<file path="src/rtl/mdio_mgmt_pkg.sv">
package mdio_mgmt_pkg;
  localparam int unsigned FRAME_BITS = 64;
  localparam int unsigned CNT_W      = $clog2(FRAME_BITS);
  localparam int unsigned TA_POS     = 46;
  localparam int unsigned DATA_POS   = 48;
  localparam int unsigned ADDR_W     = 5;
  localparam int unsigned DATA_W     = 16;

  localparam int unsigned ST_BUSY  = 28;
  localparam int unsigned ST_VALID = 27;
  localparam int unsigned ST_OP    = 26;
  localparam int unsigned CA_DONE  = 29;
  localparam int unsigned CA_LINK  = 28;

  localparam logic [1:0] SOF     = 2'b01;
  localparam logic [1:0] OP_RD   = 2'b10;
  localparam logic [1:0] OP_WR   = 2'b01;
  localparam logic [1:0] TA_WR   = 2'b10;

  function automatic logic [FRAME_BITS-1:0] build_frame(
    input logic              rd,
    input logic [ADDR_W-1:0] phy,
    input logic [ADDR_W-1:0] rg,
    input logic [DATA_W-1:0] dat);
    logic [FRAME_BITS-1:0] f;
    f = {32'hFFFF_FFFF, SOF, (rd ? OP_RD : OP_WR), phy, rg,
         (rd ? 2'b11 : TA_WR), (rd ? {DATA_W{1'b1}} : dat)};
    return f;
  endfunction
endpackage

</file>
<file path="src/rtl/mdio_clk_div.sv">
module mdio_clk_div #(
  parameter int unsigned HALF = 2
) (
  input  logic clk,
  input  logic rst_n,
  input  logic active,
  output logic mdc,
  output logic rise_evt,
  output logic fall_evt
);
  logic edge_now;

  generate
    if (HALF == 1) begin : g_direct
      assign edge_now = active;
    end else begin : g_count
      localparam int unsigned CW = $clog2(HALF);
      logic [CW-1:0] cnt_q;
      assign edge_now = active && (cnt_q == CW'(HALF - 1));
      always_ff @(posedge clk or negedge rst_n) begin
        if (!rst_n)        cnt_q <= '0;
        else if (!active)  cnt_q <= '0;
        else if (edge_now) cnt_q <= '0;
        else               cnt_q <= cnt_q + 1'b1;
      end
    end
  endgenerate

  always_ff @(posedge clk or negedge rst_n) begin
    if (!rst_n)        mdc <= 1'b0;
    else if (!active)  mdc <= 1'b0;
    else if (edge_now) mdc <= ~mdc;
  end

  assign rise_evt = edge_now && !mdc;
  assign fall_evt = edge_now &&  mdc;

  p_mdc_idle_low_r2: assert property (@(posedge clk) disable iff (!rst_n)
    !active |=> !mdc);
endmodule

</file>
<file path="src/rtl/mdio_frame_engine.sv">
module mdio_frame_engine
  import mdio_mgmt_pkg::*;
(
  input  logic              clk,
  input  logic              rst_n,
  input  logic              start,
  input  logic              start_rd,
  input  logic [ADDR_W-1:0] start_phy,
  input  logic [ADDR_W-1:0] start_reg,
  input  logic [DATA_W-1:0] start_data,
  input  logic              rise_evt,
  input  logic              fall_evt,
  input  logic              mdio_in,
  output logic              busy,
  output logic              done,
  output logic              mdio_out,
  output logic              mdio_oe,
  output logic [DATA_W-1:0] rd_data
);
  logic [FRAME_BITS-1:0] sh_q;
  logic [CNT_W-1:0]      bit_q;
  logic                  rd_q;
  logic                  last_bit;

  assign last_bit = (bit_q == CNT_W'(FRAME_BITS - 1));
  assign done     = busy && fall_evt && last_bit;
  assign mdio_out = sh_q[FRAME_BITS-1];
  assign mdio_oe  = busy && !(rd_q && (bit_q >= CNT_W'(TA_POS)));

  always_ff @(posedge clk or negedge rst_n) begin
    if (!rst_n) begin
      sh_q    <= '0;
      bit_q   <= '0;
      rd_q    <= 1'b0;
      busy    <= 1'b0;
      rd_data <= '0;
    end else if (!busy) begin
      if (start) begin
        sh_q    <= build_frame(start_rd, start_phy, start_reg, start_data);
        bit_q   <= '0;
        rd_q    <= start_rd;
        busy    <= 1'b1;
        rd_data <= '0;
      end
    end else begin
      if (rise_evt && rd_q && (bit_q >= CNT_W'(DATA_POS)))
        rd_data <= {rd_data[DATA_W-2:0], mdio_in};
      if (fall_evt) begin
        if (last_bit) begin
          busy <= 1'b0;
          sh_q <= '0;
        end else begin
          sh_q  <= {sh_q[FRAME_BITS-2:0], 1'b1};
          bit_q <= bit_q + 1'b1;
        end
      end
    end
  end

  p_mdio_on_fall_r3: assert property (@(posedge clk) disable iff (!rst_n)
    (busy && $past(busy) && !$stable(mdio_out)) |-> $past(fall_evt));
  p_oe_only_at_start_r4: assert property (@(posedge clk) disable iff (!rst_n)
    $rose(mdio_oe) |-> $rose(busy));
endmodule

</file>
<file path="src/rtl/mdio_mgmt_ctrl.sv">
module mdio_mgmt_ctrl
  import mdio_mgmt_pkg::*;
#(
  parameter int unsigned MDC_DIV = 4
) (
  input  logic        clk,
  input  logic        rst_n,
  input  logic        cmd_wr_i,
  input  logic [31:0] cmd_wdata_i,
  output logic [31:0] cmd_rdata_o,
  input  logic        cause_wr_i,
  input  logic [31:0] cause_wdata_i,
  output logic [31:0] cause_rdata_o,
  input  logic        link_i,
  output logic        mdc_o,
  output logic        mdio_o,
  output logic        mdio_oe_o,
  input  logic        mdio_i
);
  localparam int unsigned HALF = MDC_DIV / 2;

  logic              busy, done, rise_evt, fall_evt, accept;
  logic [DATA_W-1:0] eng_rd_data;
  logic              op_q, valid_q, link_q, c_done_q, c_link_q;
  logic [ADDR_W-1:0] phy_q, reg_q;
  logic [DATA_W-1:0] data_q;
  logic              unused_bits;

  assign unused_bits = ^{cmd_wdata_i[31:27], cause_wdata_i[31:30],
                         cause_wdata_i[27:0]};
  assign accept = cmd_wr_i && !busy;

  mdio_clk_div #(.HALF(HALF)) u_div (
    .clk(clk), .rst_n(rst_n), .active(busy),
    .mdc(mdc_o), .rise_evt(rise_evt), .fall_evt(fall_evt));

  mdio_frame_engine u_eng (
    .clk(clk), .rst_n(rst_n), .start(accept),
    .start_rd(cmd_wdata_i[ST_OP]),
    .start_phy(cmd_wdata_i[20:16]), .start_reg(cmd_wdata_i[25:21]),
    .start_data(cmd_wdata_i[15:0]),
    .rise_evt(rise_evt), .fall_evt(fall_evt), .mdio_in(mdio_i),
    .busy(busy), .done(done), .mdio_out(mdio_o), .mdio_oe(mdio_oe_o),
    .rd_data(eng_rd_data));

  always_ff @(posedge clk or negedge rst_n) begin
    if (!rst_n) begin
      op_q    <= 1'b0;
      phy_q   <= '0;
      reg_q   <= '0;
      data_q  <= '0;
      valid_q <= 1'b0;
    end else if (accept) begin
      op_q    <= cmd_wdata_i[ST_OP];
      reg_q   <= cmd_wdata_i[25:21];
      phy_q   <= cmd_wdata_i[20:16];
      data_q  <= cmd_wdata_i[15:0];
      valid_q <= 1'b0;
    end else if (done && op_q) begin
      data_q  <= eng_rd_data;
      valid_q <= 1'b1;
    end
  end

  always_ff @(posedge clk or negedge rst_n) begin
    if (!rst_n) begin
      link_q   <= 1'b0;
      c_done_q <= 1'b0;
      c_link_q <= 1'b0;
    end else begin
      link_q   <= link_i;
      c_done_q <= (cause_wr_i ? (c_done_q & cause_wdata_i[CA_DONE]) : c_done_q) | done;
      c_link_q <= (cause_wr_i ? (c_link_q & cause_wdata_i[CA_LINK]) : c_link_q)
                  | (link_i != link_q);
    end
  end

  assign cmd_rdata_o   = {3'b000, busy, valid_q, op_q, reg_q, phy_q, data_q};
  assign cause_rdata_o = {2'b00, c_done_q, c_link_q, 28'h0};

  p_busy_ignore_r6: assert property (@(posedge clk) disable iff (!rst_n)
    (cmd_wr_i && busy) |=> ($stable(op_q) && $stable(phy_q) && $stable(reg_q)));
  p_read_valid_r5: assert property (@(posedge clk) disable iff (!rst_n)
    (done && op_q) |=> valid_q);
  p_valid_clear_r7: assert property (@(posedge clk) disable iff (!rst_n)
    accept |=> !valid_q);
  p_done_cause_r8: assert property (@(posedge clk) disable iff (!rst_n)
    done |=> c_done_q);
  p_link_cause_r9: assert property (@(posedge clk) disable iff (!rst_n)
    (link_i != link_q) |=> c_link_q);
endmodule

</file>
<file path="config.mk">
export PLATFORM = sky130hd
export DESIGN_NAME = mdio_mgmt_ctrl
export DESIGN_NICKNAME = d
export VERILOG_FILES = /design/src/rtl/mdio_mgmt_pkg.sv /design/src/rtl/mdio_clk_div.sv /design/src/rtl/mdio_frame_engine.sv /design/src/rtl/mdio_mgmt_ctrl.sv
export SDC_FILE = /design/constraint.sdc
export NUM_CORES = 1
export LEC_CHECK = 0
export BUFFER_PORTS_ARGS = -buffer_cell sky130_fd_sc_hd__buf_2
export CORE_ASPECT_RATIO = 1.75
export CORE_MARGIN = 10
export CORE_UTILIZATION = 48
export CTS_CLUSTER_SIZE = 10
export DETAILED_ROUTE_END_ITERATION = 16
export HOLD_SLACK_MARGIN = 0.12
export PLACE_DENSITY = 0.79
export SKIP_CTS_REPAIR_TIMING = 1
export SLEW_MARGIN = 15
export SYNTH_ARGS = -nofsm -noshare
export SYNTH_HDL_FRONTEND = slang
export SYNTH_SLANG_ARGS = --single-unit
</file>
<file path="constraint.sdc">
create_clock -name clk -period 1.65 [get_ports clk]
set_clock_uncertainty 0.05 [all_clocks]
set_input_delay 0.33 -clock clk [delete_from_list [all_inputs] [get_ports clk]]
set_output_delay 0.33 -clock clk [all_outputs]
set_load 0.005 [all_outputs]
</file>
==> impl_results.md, run 1 <==
- DR iter-0 viols: 420
- DIE AREA: 16100 µm²
- DIE WIDTH: 100 µm
- Synth Warn #: 0
- Vias in the first global route: 4507
- FF-to-FF End: u_eng.sh_q[21]$_DFFE_PN0P_
- Hold path startpoint: cmd_wdata_i[4]
- CP Data Required Time: 1.27 ns
- Initial Util: 48.8%
- VDD IR-drop max: 1.12 mV
- Hold Vio Cnt, Final: 0
- Fraction of layout instances using a drive strength above 1: 26.7%
- Htree depth: 4
- Final nets: 738
- Dpl hpwl: 9160 µm
- Hold crit path type: in2reg
- Util after Layout: 64.0%
- Post-Layout Inst Area: 7100 µm²
- WS Path Type: reg2out
- Global placement routability congestion: 0.891
- Setup slack, reg-to-reg: -0.12 ns
- # rows: 51
- Critical path arrival: 1.54 ns
- Mapped Cells: 562
- Number of vias per cell: 6.00
- Seq/Total Area, Yosys: 55.5%
- Violated checks: negative setup slack
- Clk slew on worst S/H paths: 0.05 ns
- Synthesis-stage register bit count: 120
- Final WL: 16900 µm
- P&R area growth vs syn: 31.2%
- Max-cap violations: 0
- Reg2reg path depth: 7
- Startpoint types: register
- First-pass GRT wire length: 22700 µm
- Synth async-reset ratio: 100%
- Number of routed nets with antenna violations: 0
- Diode count: 0
- Worst flop-to-flop path startpoint: u_eng.bit_q[1]$_DFFE_PN0P_
- CTS max path bufs: 2
- Iteration count of the initial detailed-routing pass: 8
- Final worst-path cycle share: 117%
- Syn_area_per_cell: 9.63 µm²
- Clock Sinks: 120
- Final min period: 1.92 ns
- Wire per inst: 20.9 µm
- Pwr Density: 1560 nW/µm²
- Worst Hold End: data_q[4]$_DFFE_PN0P_
- DRC Markers: 0
- FILL cells: 785
- Leakage: 3.40 nW
- CTS tree: yes
- Pin count of the biggest net entering global routing: 47
- Initial antenna violation count: 0
- GRT Total Usage: 17.5%
- Port bufs: 68
- Number of synthesized flops with an enable pin: 0
- Die Ht: 160 µm
- CTS Buf Count: 17
- RSZ-0062 raised after global routing: yes
- Ports: 137
- Hold Crit Depth: 3
- Vias: 4869
- Synth Cell Area: 5410 µm²
- Yosys cell types: 42
- CP endpoint kind: primary output
- Setup violation total in the final timing report: 34
- Status: complete, but fails checks
- GRT overflow: 0
- Commonest non-fill, non-tap cell in the layout: nand2_1
- Crit path max fanout: 4
- Most frequent cells in the layout: 130 x nand2_1, 120 x dfrtp_1, 99 x o21ai_0, 67 x buf_2, 33 x conb_1
- Max frequency: 520 MHz
- Final slew viol count: 0
- Skew-Pair Late Insertion Delay: 0.43 ns
- DP Area: 5870 µm²
- Main synth FF type: dfrtp_1
- Core area: 11100 µm²
- Post-route setup slack: -0.275 ns
- Root buffer cell: clkbuf_16
-- cell type report --
| cell class | count | area (µm²) | area share (%) |
|---|---|---|---|
| clock inverters | 7 | 140 | 1.97 |
| well taps | 132 | 165 | 2.33 |
| multi-input cells | 395 | 2170 | 30.6 |
| clock buffers | 24 | 492 | 6.93 |
| flip-flops and latches | 120 | 3000 | 42.3 |
| repair buffers | 131 | 1120 | 15.8 |
| inverters | 2 | 7.51 | 0.106 |
-- per-stage QoR --
| stage | setup TNS (ns) | cells | hold slack (ns) | power [mW] | setup WS, ns |
|---|---|---|---|---|---|
| 5_1_grt | -4.32 | 811 | 0.122 | 11.6 | -0.290 |
| 3_3_place_gp | -14.46 | 748 | 0.241 | 6.20 | -0.340 |
| 6_report | -1.83 | 811 | 0.101 | 11.1 | -0.275 |
| 4_1_cts | -24.25 | 779 | -0.184 | 10.4 | -0.456 |
| 3_5_place_dp | -20.79 | 748 | 0.258 | 6.36 | -0.413 |
| 2_1_floorplan | 0 | 594 | -0.0156 | 5.58 | 0.0566 |
-- flip-flops by register name, summed over array words and instances, names as in the netlist --
signal               flops
u_eng.bit_q              6
data_q                  16
phy_q                    5
u_eng.sh_q              64
link_q                   1
u_div.g_count.cnt_q      1
op_q                     1
u_eng.rd_data           16
valid_q                  1
u_div.mdc                1
c_done_q                 1
u_eng.busy               1
c_link_q                 1
reg_q                    5
-- worst max path at each step --
stage,startpoint,endpoint,slack [ns],depth (start not counted)
2_1_floorplan,u_eng.bit_q[0]$_DFFE_PN0P_,u_eng.sh_q[0]$_DFFE_PN0P_,0.06,6
3_3_place_gp,u_div.mdc$_DFFE_PN0P_,u_eng.bit_q[2]$_DFFE_PN0P_,-0.34,5
3_5_place_dp,u_div.mdc$_DFFE_PN0P_,u_eng.bit_q[3]$_DFFE_PN0P_,-0.41,5
4_1_cts,u_div.mdc$_DFFE_PN0P_,u_eng.bit_q[3]$_DFFE_PN0P_,-0.46,5
5_1_grt,u_eng.bit_q[2]$_DFFE_PN0P_,mdio_oe_o,-0.29,5
6_report,u_eng.bit_q[3]$_DFFE_PN0P_,mdio_oe_o,-0.27,5
-- worst max-delay path, stage by stage, from the launching register on --
cell	delay, ns
dfrtp_1	0.40
buf_6	0.14
and2_4	0.14
a21oi_2	0.14
o21a_1	0.17
buf_2	0.12
-- cells in the mapped netlist, types with 3 or more instances --
cell | n | area share, %
a21o_1 | 9 | 1.2
a221o_1 | 10 | 1.8
and3_1 | 3 | 0.35
buf_2 | 14 | 1.3
clkbuf_1 | 14 | 0.97
nand3_1 | 20 | 1.8
nor2_2 | 3 | 0.35
o21ai_1 | 5 | 0.46
buf_4 | 43 | 6.0
a21oi_1 | 6 | 0.55
nand2_1 | 132 | 9.2
o21a_1 | 3 | 0.42
a32oi_1 | 16 | 2.6
buf_6 | 3 | 0.62
and2_1 | 11 | 1.3
nor2_1 | 4 | 0.28
nor2b_1 | 3 | 0.35
o21ai_0 | 114 | 11
dfrtp_1 | 120 | 55
-- report_power, final --
group,internal [mW],leakage (nW),total [mW],switching [mW]
clock,2.68,0.303,4.00,1.32
combinational,1.21,1.55,2.70,1.49
sequential,3.80,1.55,4.39,0.592
total,7.68,3.40,11.1,3.41
-- routing by layer --
layer,GRT usage [%],up-vias,part of all wire (%)
met5,0,-,0
met4,6.90,0,5.7
met3,4.98,82,7.2
met2,31.7,303,55
met1,18.2,2413,33
li1,-,2071,-
-- cell families (layout without fill, tap and decap cells) --
group                    after synthesis  count (layout)  synth area share, %
flip-flops                           120             120                 55.5
multiplexers                           1               1                0.185
XOR/XNOR                               2               2                0.324
adder cells (fa/ha/maj)                1               1                0.231
AND/OR/NAND/NOR                      186             187                 15.5
buffers and inverters                 80             164                 9.31
other                                  1              33               0.0693
AO/OA/AOI/OAI                        171             171                 18.9
Power figures use the tool's default switching activity.
==> run 2, diff against run 1 <==
- CAP_MARGIN: unset -> 5
- CORE_UTILIZATION: 48 -> 49
- GPL_TIMING_DRIVEN: unset -> 0
- SYNTH_HIERARCHICAL: unset -> 1
==> impl_results.md, run 2 <==
- Vias in the first global route: 5250
- Final min period: 2.02 ns
- Setup TNS: -12.02 ns
- Max reg flops: 64
- Final nets: 868
- Critical path's top delay family: simple AND/OR/NAND/NOR gates
- Final WL: 19800 µm
- Largest regs: u_eng/sh_q: 64 flops, data_q: 16 flops, u_eng/rd_data: 16 flops
- Hold Vio Cnt, Final: 0
- Syn_area_per_cell: 10.1 µm²
- Number of routed nets with antenna violations: 0
- Multi-input gate area: 3270 µm²
- Diode count: 0
- DP Area: 7050 µm²
- Max frequency: 495 MHz
- Dpl cells: 883
- Setup violation total in the final timing report: 98
- Pin count of the biggest net entering global routing: 72
- Slew headroom: 60.1%
- CTS tree: yes
- CP Data Required Time: 1.91 ns
- Wire per inst: 20.3 µm
- Skew-Pair Late Insertion Delay: 0.43 ns
- DRC Markers: 0
- Synth Warn #: 6
- Critical path arrival: 2.28 ns
- Most frequent cells in the layout: 116 x dfrtp_1, 84 x buf_4, 70 x buf_2, 53 x nand2_1, 36 x nor2_4
- Leakage: 4.01 nW
- Critical-path top delay cell: dfrtp_2
- Number of vias per cell: 5.69
- Htree depth: 4
- Largest Register: u_eng/sh_q
- Root buffer cell: clkbuf_16
- DR iter-0 viols: 366
- Max-cap violations: 0
- Commonest non-fill, non-tap cell in the layout: dfrtp_1
- Crit path max fanout: 6
- Ports: 137
- Status: complete, but fails checks
- Port bufs: 68
- GRT overflow: 0
- Yosys top cell by area: dfrtp_1
- DIE WIDTH: 105 µm
- Violated checks: negative setup slack
- Vias: 5563
- Clk slew on worst S/H paths: 0.06 ns
- Synthesis-stage register bit count: 121
- CTS Buf Count: 17
- CP endpoint kind: register
- Worst-Margin Slew: 0.598 ns
- Crit path cell chain: ha_4 > nand3_4 > buf_8 > nor3_4 > nand2_2 > nand2_8 > clkbuf_16 > mux2_4
- Global placement routability congestion: 0.854
- Register area: 3030 µm²
- Hold crit path type: in2reg
- P&R area growth vs syn: 44.0%
- Core area: 12400 µm²
- Post-route setup slack: -0.369 ns
- Iteration count of the initial detailed-routing pass: 5
- DIE AREA: 17700 µm²
- Hold Slack: 0.0802 ns
- Area contributors post-synth: dfrtp_1 49%, mux2_4 8.0%, buf_4 4.6%
- Max incr delay on CP: 0.43 ns
- WS Path Type: reg2reg
- CP Buf/Inv Count: 2
- Final slew viol count: 0
- Clock Sinks: 121
- Synth async-reset ratio: 100%
- Initial antenna violation count: 0
- GRT Total Usage: 18.0%
- Final worst-path cycle share: 122%
- Die Ht: 169 µm
- Yosys cell types: 46
- Startpoint types: register
- Mapped Cells: 614
- Pwr Density: 1600 nW/µm²
- Top-count cell post-synth: dfrtp_1
- Synth Cell Area: 6200 µm²
- Synth top cells by count: 121 x dfrtp_1, 60 x nor2_1, 56 x nand2_1
- Post-synth top area share: 48.8%
- Initial Util: 49.9%
- VDD IR-drop max: 0.757 mV
- Post-Layout Inst Area: 8930 µm²
- First-pass GRT wire length: 26000 µm
- Layout Cells excl Fill: 977
- CTS max path bufs: 2
- Setup slack, reg-to-reg: -0.37 ns
- Dpl hpwl: 11600 µm
- Number of synthesized flops with an enable pin: 0
- RSZ-0062 raised after global routing: yes
- Fraction of layout instances using a drive strength above 1: 47.3%
- Main synth FF type: dfrtp_1
- FILL cells: 816
- # rows: 54
- Seq/Total Area, Yosys: 48.8%
[run 2: changes by cell type after synthesis, moves of 26 or more]
cell	previous run	this run
nand2_1	132	56
o21ai_0	114	46
nor2_1	4	60
a21oi_1	6	47
mux2_4	0	33
o211ai_1	1	27
[run 2: routing by layer]
| layer | share of wire [%] | vias to the layer above | global-route usage, % |
|---|---|---|---|
| met5 | 0 | - | 0 |
| met4 | 4.9 | 0 | 9.35 |
| met3 | 5.3 | 77 | 4.07 |
| met2 | 54 | 294 | 34.4 |
| met1 | 36 | 2773 | 17.5 |
| li1 | - | 2419 | - |
[run 2: final timing paths]
check	startpoint	cells after the start	end
hold reg to reg	phy_q[1]$_DFFE_PN0P_	2	phy_q[1]$_DFFE_PN0P_
min in group asynchronous	rst_n	2	data_q[3]$_DFFE_PN0P_
hold / removal	cmd_wdata_i[17]	3	phy_q[1]$_DFFE_PN0P_
setup / recovery	u_eng/bit_q[1]$_DFFE_PN0P_	8	data_q[5]$_DFFE_PN0P_
setup reg to reg	u_eng/bit_q[1]$_DFFE_PN0P_	8	data_q[5]$_DFFE_PN0P_
max in group asynchronous	rst_n	3	u_eng/bit_q[0]$_DFFE_PN0P_
[run 2: power by group]
part | internal [mW] | total, mW | switching (mW)
combinational | 2.60 | 5.27 | 2.67
clock | 2.45 | 3.84 | 1.39
sequential | 4.08 | 5.18 | 1.09
total | 9.14 | 14.3 | 5.15
[run 2: tightest hold or removal path: cells and delay by family]
family	cells	cell delay [ns]
AND/OR/NAND/NOR	2	0.09
buffers and inverters	1	0.10
[run 2: through the flow]
| stage | utilization (%) | setup slack, ns | total power, mW |
|---|---|---|---|
| after detailed placement | 56.7 | -0.581 | 8.48 |
| final | 71.8 | -0.369 | 14.3 |
| after global placement | 56.5 | -1.24 | 8.21 |
| after CTS | 61.6 | -0.622 | 12.3 |
| after global routing | 71.8 | -0.389 | 14.9 |
| after floorplan | - | -0.237 | 7.31 |
[run 2: kinds of logic after synthesis]
group | Yosys count | synth area share (%)
simple gates | 171 | 13.2
compound gates | 166 | 16.3
flops | 121 | 48.8
buf+inv | 98 | 9.56
mux | 53 | 11.4
fa+ha+maj | 2 | 0.403
xor+xnor | 2 | 0.282
other cells | 1 | 0.0605
[run 2: final cells by class]
class / instances / share of cell area (%)
multi-input combinational: 428 / 36.6
timing repair buffer: 134 / 11.2
clock buffer: 21 / 5.16
clock inverter: 11 / 1.64
tap: 168 / 2.35
buffer: 78 / 7.94
timing repair inverter: 1 / 0.126
inverter: 15 / 0.967
sequential: 121 / 34.0
